`config.mk`:
```
export PLATFORM = sky130hd
export DESIGN_NAME = mcu_irq_ctrl
export DESIGN_NICKNAME = d
export VERILOG_FILES = /design/src/rtl/irq_ctrl_pkg.sv /design/src/rtl/irq_edge_sync.sv /design/src/rtl/irq_port_watch.sv /design/src/rtl/irq_ctl_regs.sv /design/src/rtl/mcu_irq_ctrl.sv
export SDC_FILE = /design/constraint.sdc
export NUM_CORES = 1
export LEC_CHECK = 0
export ABC_AREA = 1
export BUFFER_PORTS_ARGS = -buffer_cell sky130_fd_sc_hd__buf_2
export CAP_MARGIN = 10
export CORE_MARGIN = 10
export CORE_UTILIZATION = 41
export CTS_CLUSTER_DIAMETER = 100
export DETAILED_ROUTE_END_ITERATION = 10
export PLACE_DENSITY_LB_ADDON = 0.3
export SYNTH_ARGS = -nofsm -noshare
export SYNTH_HDL_FRONTEND = slang
export SYNTH_SLANG_ARGS = --single-unit
```
`constraint.sdc`:
```
create_clock -name clk -period 1 [get_ports clk]
set_input_delay 0.05 -clock clk [delete_from_list [all_inputs] [get_ports clk]]
set_output_delay 0.05 -clock clk [all_outputs]
set_load 0.05 [all_outputs]
```
`src/rtl/irq_ctrl_pkg.sv`:
```
package irq_ctrl_pkg;
   localparam int NUM_SRC   = 3;
   localparam int CTRL_W    = 8;
   localparam int FLAG_LSB  = 0;
   localparam int EN_LSB    = 3;
   localparam int GIE_BIT   = 7;
   localparam int PAD_BIT   = 6;

   typedef enum logic [1:0] {
      SRC_PORT = 2'd0,
      SRC_EXT  = 2'd1,
      SRC_TMR  = 2'd2
   } src_idx_e;

   typedef logic [NUM_SRC-1:0] src_vec_t;

   typedef struct packed {
      logic     gie;
      logic     pad;
      src_vec_t en;
      src_vec_t flag;
   } ctrl_word_t;
endpackage

```
`src/rtl/irq_edge_sync.sv`:
```
module irq_edge_sync #(
   parameter int STAGES = 2,
   parameter bit RISING = 1'b1
) (
   input  logic clk,
   input  logic rst_n,
   input  logic pin,
   output logic edge_hit
);
   logic [STAGES-1:0] chain;
   logic              last;

   generate
      if (STAGES < 2) begin : g_bad
         $error("irq_edge_sync needs at least two stages");
      end
   endgenerate

   genvar gi;
   generate
      for (gi = 0; gi < STAGES; gi++) begin : g_stage
         if (gi == 0) begin : g_first
            always_ff @(posedge clk) begin
               if (!rst_n) chain[0] <= 1'b0;
               else        chain[0] <= pin;
            end
         end else begin : g_next
            always_ff @(posedge clk) begin
               if (!rst_n) chain[gi] <= 1'b0;
               else        chain[gi] <= chain[gi-1];
            end
         end
      end
   endgenerate

   always_ff @(posedge clk) begin
      if (!rst_n) last <= 1'b0;
      else        last <= chain[STAGES-1];
   end

   generate
      if (RISING) begin : g_rise
         assign edge_hit = chain[STAGES-1] & ~last;
      end else begin : g_fall
         assign edge_hit = ~chain[STAGES-1] & last;
      end
   endgenerate
endmodule

```
`src/rtl/irq_port_watch.sv`:
```
module irq_port_watch #(
   parameter int W = 4
) (
   input  logic         clk,
   input  logic         rst_n,
   input  logic [W-1:0] port,
   input  logic         rd,
   output logic         changed
);
   logic [W-1:0] snap;

   generate
      if (W < 1) begin : g_bad
         $error("irq_port_watch width must be positive");
      end
   endgenerate

   always_ff @(posedge clk) begin
      if (!rst_n)  snap <= '0;
      else if (rd) snap <= port;
   end

   assign changed = |(port ^ snap);
endmodule

```
`src/rtl/irq_ctl_regs.sv`:
```
module irq_ctl_regs
   import irq_ctrl_pkg::*;
(
   input  logic              clk,
   input  logic              rst_n,
   input  logic              wr_en,
   input  logic [CTRL_W-1:0] wdata,
   input  src_vec_t          hw_set,
   input  logic              ack,
   input  logic              ret,
   output logic [CTRL_W-1:0] rdata,
   output logic              gie,
   output logic              pending
);
   src_vec_t   flag_q;
   src_vec_t   en_q;
   logic       gie_q;
   ctrl_word_t word;
   logic       unused_pad;

   assign unused_pad = wdata[PAD_BIT];

   genvar gi;
   generate
      for (gi = 0; gi < NUM_SRC; gi++) begin : g_src
         always_ff @(posedge clk) begin
            if (!rst_n) begin
               flag_q[gi] <= 1'b0;
               en_q[gi]   <= 1'b0;
            end else begin
               flag_q[gi] <= (wr_en ? wdata[FLAG_LSB+gi] : flag_q[gi]) | hw_set[gi];
               if (wr_en) en_q[gi] <= wdata[EN_LSB+gi];
            end
         end
      end
   endgenerate

   always_ff @(posedge clk) begin
      if (!rst_n)     gie_q <= 1'b0;
      else if (ack)   gie_q <= 1'b0;
      else if (ret)   gie_q <= 1'b1;
      else if (wr_en) gie_q <= wdata[GIE_BIT];
   end

   always_comb begin
      word      = '0;
      word.gie  = gie_q;
      word.pad  = 1'b0;
      word.en   = en_q;
      word.flag = flag_q;
   end

   assign rdata   = word;
   assign gie     = gie_q;
   assign pending = |(flag_q & en_q);
endmodule

```
`src/rtl/mcu_irq_ctrl.sv`:
```
module mcu_irq_ctrl
   import irq_ctrl_pkg::*;
#(
   parameter int          PORT_W      = 4,
   parameter int          SYNC_STAGES = 2,
   parameter bit          EXT_RISING  = 1'b1,
   parameter int          VEC_W       = 16,
   parameter logic [15:0] VECTOR_ADDR = 16'h0004
) (
   input  logic              clk,
   input  logic              rst_n,
   input  logic              ext_pin,
   input  logic              tmr_ovf,
   input  logic [PORT_W-1:0] port_hi,
   input  logic              port_rd,
   input  logic              reg_wr_en,
   input  logic [7:0]        reg_wdata,
   output logic [7:0]        reg_rdata,
   input  logic              irq_ack,
   input  logic              irq_ret,
   input  logic              in_sleep,
   output logic              irq_req,
   output logic              wake,
   output logic              pc_load,
   output logic [VEC_W-1:0]  pc_vector
);
   localparam logic [VEC_W-1:0] VEC = VEC_W'(VECTOR_ADDR);

   generate
      if (VEC_W < 3 || VEC_W > 16) begin : g_bad_vec
         $error("mcu_irq_ctrl vector width out of range");
      end
      if (CTRL_W != 8) begin : g_bad_word
         $error("mcu_irq_ctrl control word must be 8 bits");
      end
   endgenerate

   logic     ext_hit;
   logic     port_chg;
   src_vec_t hw_set;
   logic     gie;
   logic     pending;
   logic     load_q;

   irq_edge_sync #(.STAGES(SYNC_STAGES), .RISING(EXT_RISING)) u_ext (
      .clk(clk), .rst_n(rst_n), .pin(ext_pin), .edge_hit(ext_hit)
   );

   irq_port_watch #(.W(PORT_W)) u_port (
      .clk(clk), .rst_n(rst_n), .port(port_hi), .rd(port_rd), .changed(port_chg)
   );

   always_comb begin
      hw_set           = '0;
      hw_set[SRC_PORT] = port_chg;
      hw_set[SRC_EXT]  = ext_hit;
      hw_set[SRC_TMR]  = tmr_ovf;
   end

   irq_ctl_regs u_regs (
      .clk(clk), .rst_n(rst_n), .wr_en(reg_wr_en), .wdata(reg_wdata),
      .hw_set(hw_set), .ack(irq_ack), .ret(irq_ret),
      .rdata(reg_rdata), .gie(gie), .pending(pending)
   );

   assign irq_req = gie & pending;
   assign wake    = in_sleep & pending;

   always_ff @(posedge clk) begin
      if (!rst_n) load_q <= 1'b0;
      else        load_q <= irq_ack & irq_req;
   end

   assign pc_load   = load_q;
   assign pc_vector = load_q ? VEC : '0;
endmodule

```
==> flow_summary_export.csv, run 1 <==
group,metric,value,unit
status,outcome,"finished with violations",
status,violations,"negative setup slack",
setup_path,worstReg2RegEnd,"pc_load",
global_route,grt_pass1_vias,739,
drt,drt_iter0_markers,14,
power,intPower,0.000927,W
worst_hold_path,holdCritStartpoint,"port_rd",
power,switching_share,0.368,
synthesis,syn_avg_cell_area,7.06,sq um
clocking,clk_pin_slew,0.09,ns
worst_hold_path,min_to,"u_port.snap[3]",
cells_and_area,diodes,0,
floorplan,die_w,62.9,um
floorplan,die-area,3960,sq um
power,leakagePower,0.587,nW
setup_path,slowest_delay,0.34,ns
sta,tns,-0.303,ns
setup_path,worstSetupEndpointType,"output pin",
setup_path,cp.arrival,1.10,ns
power,seqPwrFrac,0.450,
setup_path,path_max_fanout,2,
global_route,grt_pass1_wl,3.27,mm
sta,drv_slew,0,
placed_design,place_hpwl,1.41,mm
sta,rsz0062_at_grt,"yes",
clocking,cts.sinks,15,
cells_and_area,finalNonFillerCells,173,
clocking,numCtsBuffers,3,
power,power.density,1380,nW/um^2
flow_run,cap_violations,0,
sta,fin_hold_ws,0.0241,ns
clocking,htree_levels,1,
global_route,grt-ovfl-total,0,
drt,via_count,716,
sta,fin_skew,0.00600,ns
worst_hold_path,hp-class,"in -> reg",
sta,finalHoldViolations,0,
placed_design,place.gp.congestion,0.713,
worst_hold_path,hold_depth,2,
clocking,root_buffer,"clkbuf_4",
floorplan,io_pins,48,
drt,post-route-drc-count,0,
setup_path,rr_worst_depth,6,
clocking,cts.path.max_buffers,2,
drt,drt-wirelength-per-cell,11.9,um
synthesis,synthesis.area,756,sq um
floorplan,dieHeight,62.9,um
synthesis,synth_cells,107,
cells_and_area,drive_gt1_frac,0.385,
setup_path,rrSetupSlack,0.07,ns
setup_path,path_class,"reg -> out",
cells_and_area,layout_common_cells,"buf_2 (23), nand2_1 (21), conb_1 (16)",
power,power_frac_clock,0.234,
floorplan,core,1750,sq um
power,ir_drop,0.000639,V
synthesis,seq_area_frac_synth,0.397,
cells_and_area,syn2layout_area_growth,40.4,%
clocking,cts_tree,"yes",
sta,setup_slack,-0.152,ns
synthesis,synth-seq-cells,15,
sta,min_period,1.15,ns
cells_and_area,nNetsFinal,170,
synthesis,synth_cell_types,15,
setup_path,reg2reg_from,"u_regs.rdata[0]",
setup_path,crit_chain,"nand2_2 -> nand3_4 -> nand2_4 -> clkinvlp_4 -> buf_8",
drt,drtAntennaViolNets,0,
setup_path,required,0.95,ns
global_route,antenna_found_initial,0,
cells_and_area,fillers,175,
clocking,insertion_delay,0.28,ns
placed_design,io_buffers,30,
placed_design,post-place-cells,158,
setup_path,startpoint_type,"register",
power,pwr-share-comb,0.316,
global_route,grt_usage,0.0975,
floorplan,initial_core_util,0.433,
drt,viasPerCell,4.14,
power,finalPower,0.00147,W
floorplan,rows,15,
global_route,grt_max_degree,15,
cells_and_area,final_common_cell,"buf_2",
setup_path,crit_slowest_cell,"dfxtp_2",
drt,drt-total-wl,2.06,mm
drt,drt_pass1_iterations,4,
sta,min_period_over_period,1.15,
power,p_sw,0.000539,W
sta,fmax,868,MHz
sta,finalSetupViolCount,2,
synthesis,synth_warnings,0,
[routing by layer]
layer,part of all wire,up-vias,track usage
met5,0,-,0
met4,0,0,0.0335
met3,0.12,0,0.0556
met2,0.44,45,0.146
met1,0.44,302,0.113
li1,-,369,-
[power by group through the flow]
stage	Combinational (W)	Sequential [W]	Clock, W
CTS	0.000436	0.000657	0.000361
detailed placement	0.000382	0.000672	0
finish	0.000463	0.000661	0.000343
floorplan	0.000291	0.000731	0
global route	0.000501	0.000666	0.000397
global placement	0.000378	0.000670	0
[flip-flops by register name, summed over array words and instances (netlist names)]
name / count
u_ext.last: 1
pc_load: 1
u_regs.gie: 1
u_ext.chain: 2
u_port.snap: 4
u_regs.rdata: 6
[worst max path at each step]
stage          cells past startpoint             from  endpoint
6_report                           5  u_regs.rdata[0]   irq_req
5_1_grt                            5  u_regs.rdata[0]      wake
4_1_cts                            5  u_regs.rdata[2]   irq_req
3_5_place_dp                       5  u_regs.rdata[1]   irq_req
3_3_place_gp                       5  u_regs.rdata[1]   irq_req
2_1_floorplan                      4  u_regs.rdata[2]   irq_req
[through the flow]
| step | utilization | setup slack [ns] | area [sq um] |
|---|---|---|---|
| final | 0.608 | -0.152 | 1060 |
| after floorplan | - | -0.00585 | 827 |
| after detailed placement | 0.494 | 0.0461 | 862 |
| after global routing | 0.608 | -0.224 | 1060 |
| after CTS | 0.581 | -0.175 | 1010 |
| after global placement | 0.494 | 0.0573 | 862 |
[cell usage after synthesis]
library cell	n	area [sq um]
nand2_2	1	6.26
nor2_1	9	33.8
inv_1	16	60.1
nand3_1	2	10.0
buf_6	1	11.3
a211oi_1	1	7.51
a21oi_1	7	35.0
nand2_1	26	97.6
o21ai_0	7	35.0
xnor2_1	1	8.76
buf_4	18	135
inv_2	1	3.75
conb_1	1	3.75
o211ai_1	1	7.51
dfxtp_1	15	300
[worst max-delay path: cells and delay by family (launching register included)]
kind | cells | cell delay (ns)
flops | 1 | 0.34
simple gates | 3 | 0.26
buf+inv | 2 | 0.23
[what timing repair did]
item | CTS | global route
setup endpoints to repair | 2 | 6
pin swaps | 4 | 4
setup buffers | 5 | 1
endpoints found under the hold margin | 6 | 0
hold buffers | 5 | 0
resized for setup | 13 | 12
[cells by family (layout without fill, tap and decap cells)]
| kind of cell | Yosys count | in the layout | synth area share |
|---|---|---|---|
| AOI/OAI and AO/OA | 16 | 16 | 0.113 |
| and+or+nand+nor | 38 | 38 | 0.195 |
| xor gates and xnor gates | 1 | 1 | 0.0116 |
| DFF | 15 | 15 | 0.397 |
| buffers and inverters | 36 | 62 | 0.278 |
| other | 1 | 16 | 0.00496 |
[area by class of cell]
| type | instances | area [sq um] | area share |
|---|---|---|---|
| multi-input cells | 71 | 334 | 0.315 |
| flip-flops and latches | 15 | 309 | 0.291 |
| repair buffers | 41 | 289 | 0.272 |
| inverters | 17 | 71.3 | 0.0672 |
| well taps | 25 | 31.3 | 0.0295 |
| clock buffers | 4 | 26.3 | 0.0248 |
No activity file was read; power rests on OpenSTA's default activity.
==> run 2: changes to the inputs <==
--- a/config.mk
+++ b/config.mk
@@ -8,2 +8,3 @@
 export ABC_AREA = 1
+export ABC_CLOCK_PERIOD_IN_PS = 1000
 export BUFFER_PORTS_ARGS = -buffer_cell sky130_fd_sc_hd__buf_2
@@ -14,2 +15,3 @@
 export DETAILED_ROUTE_END_ITERATION = 10
+export GPL_ROUTABILITY_DRIVEN = 0
 export PLACE_DENSITY_LB_ADDON = 0.3
==> constraint.sdc (replaced) <==
create_clock -name clk -period 1 [get_ports clk]
set_input_delay 0.1 -clock clk [delete_from_list [all_inputs] [get_ports clk]]
set_output_delay 0.1 -clock clk [all_outputs]
set_load 0.05 [all_outputs]
==> run 2 against run 1 <==
The flow still finishes with violations (negative setup slack). Clock skew down 0.0051 ns. Non-clock buffer count down 4. Maximum frequency down 7.2%. Sequential cell count unchanged. Cell area down 1.1%. Setup slack worse by 0.090 ns. Wire length down 6.2%. Register-to-register slack about the same. Clock power down 1%. Die area unchanged. Via count up 0.98%. Critical endpoint unchanged. Highest routed layer is now met4.
==> flow_summary_export.csv, run 2 (synthesized netlist as in run 1, its figures left out) <==
group,metric,value,unit
floorplan,io_pins,48,
setup_path,worstSetupEndpointType,"output pin",
global_route,grt_pass1_wl,3.16,mm
sta,finalSetupViolCount,3,
setup_path,rr_worst_depth,7,
drt,via_count,723,
floorplan,dieHeight,62.9,um
sta,min_period,1.24,ns
floorplan,die_w,62.9,um
power,leakagePower,0.567,nW
clocking,root_buffer,"clkbuf_4",
worst_hold_path,min_to,"u_regs.rdata[4]",
sta,fin_skew,0.000936,ns
global_route,use_met3,0.0520,
floorplan,core,1750,sq um
setup_path,required,0.90,ns
status,violations,"negative setup slack",
cells_and_area,diodes,0,
drt,drt_pass1_iterations,4,
drt,viasPerCell,4.28,
global_route,grt_usage,0.0944,
drt,drt-total-wl,1.93,mm
floorplan,rows,15,
floorplan,initial_core_util,0.433,
power,ir_drop,0.000792,V
drt,drt_iter0_markers,13,
global_route,gr-max-usage-layer,"met2",
global_route,antenna_found_initial,0,
sta,setup_slack,-0.242,ns
global_route,grt-ovfl-total,0,
sta,rsz0062_at_grt,"yes",
cells_and_area,nNetsFinal,166,
clocking,cts.path.max_buffers,2,
cells_and_area,drive_gt1_frac,0.389,
global_route,met1_usage,0.0912,
placed_design,place_ws,0.0282,ns
cells_and_area,design_area,1050,sq um
drt,drt-wirelength-per-cell,11.4,um
clocking,insertion_delay,0.28,ns
power,power.density,1380,nW/um^2
sta,min_period_over_period,1.24,
drt,drtAntennaViolNets,0,
clocking,cts.sinks,15,
cells_and_area,syn2layout_area_growth,38.9,%
worst_hold_path,hp-class,"in -> reg",
sta,fmax,805,MHz
setup_path,startpoint_type,"register",
clocking,cts_tree,"yes",
flow_run,cap_violations,0,
cells_and_area,final_common_cell,"nand2_1",
clocking,clk_pin_slew,0.09,ns
setup_path,reg2reg_from,"u_regs.rdata[0]",
global_route,grtUsageMet2,0.161,
setup_path,rrSetupSlack,0.07,ns
worst_hold_path,hold_depth,3,
setup_path,path_class,"reg -> out",
sta,finalHoldViolations,0,
global_route,grt_max_degree,15,
floorplan,die-area,3960,sq um
setup_path,path_max_fanout,2,
cells_and_area,largest_reg_flops,6,
global_route,grt_pass1_vias,740,
setup_path,cp.arrival,1.14,ns
clocking,htree_levels,1,
placed_design,place_hpwl,1.52,mm
sta,drv_slew,0,
cells_and_area,layout_common_cells,"nand2_1 (21), buf_2 (19), conb_1 (16)",
clocking,numCtsBuffers,3,
worst_hold_path,holdCritStartpoint,"reg_wdata[4]",
setup_path,worstReg2RegEnd,"u_regs.rdata[0]",
status,outcome,"finished with violations",
placed_design,dpl_cell_area,895,sq um
drt,post-route-drc-count,0,
placed_design,io_buffers,30,
-- run 2: metrics by stage --
step	cells	total power (W)	hold slack (ns)	setup TNS (ns)	util
6_report	169	0.00145	0.0491	-0.487	0.601
3_5_place_dp	159	0.00106	0.286	0	0.513
2_1_floorplan	122	0.00102	0.178	0	-
3_3_place_gp	159	0.00105	0.280	0	0.513
5_1_grt	169	0.00153	0.0618	-0.683	0.601
4_1_cts	169	0.00145	0.0452	-0.508	0.591
-- run 2: worst max-delay path by stage --
stage               slack (ns)  cells after the start           end       startpoint
global route             -0.30                      5          wake  u_regs.rdata[0]
finish                   -0.24                      5       irq_req  u_regs.rdata[2]
floorplan                0.006                      1  pc_vector[2]          pc_load
detailed placement        0.03                      5       irq_req  u_regs.rdata[1]
global placement          0.04                      5       irq_req  u_regs.rdata[1]
CTS                      -0.24                      5       irq_req  u_regs.rdata[0]
-- run 2: cell type report --
cell class                      count  area, sq um
Inverter                           17         71.3
Fill cell                         165          696
Clock inverter                      1         5.00
Multi-Input combinational cell     71          319
Clock buffer                        3         22.5
Timing Repair Buffer               37          277
Tap cell                           25         31.3
Sequential cell                    15          324
-- run 2: routing by layer --
| layer | vias to the layer above | wire [um] |
|---|---|---|
| li1 | 364 | - |
| met1 | 318 | 785 |
| met3 | 5 | 231 |
| met2 | 36 | 882 |
| met4 | 0 | 29 |
| met5 | - | 0 |
-- run 2: worst max-delay path, cell delays in order, from the launching register on --
cell	delay [ns]
dfxtp_4	0.36
nand2_2	0.06
nand3_2	0.09
nand2_2	0.11
clkinvlp_4	0.09
buf_8	0.15
-- run 2: where the power goes --
group          switching (W)  internal, W
Clock               0.000190     0.000148
Sequential         0.0000270     0.000630
Combinational       0.000318     0.000135
-- run 2: repair_timing --
| item | 4_1_cts | 5_1_grt |
|---|---|---|
| endpoints found under the hold margin | 2 | 0 |
| resized for setup | 20 | 6 |
| buffers inserted | 4 | 0 |
| endpoints found under the setup margin | 9 | 9 |
| hold buffers | 2 | 0 |
| pin swaps | 2 | 2 |
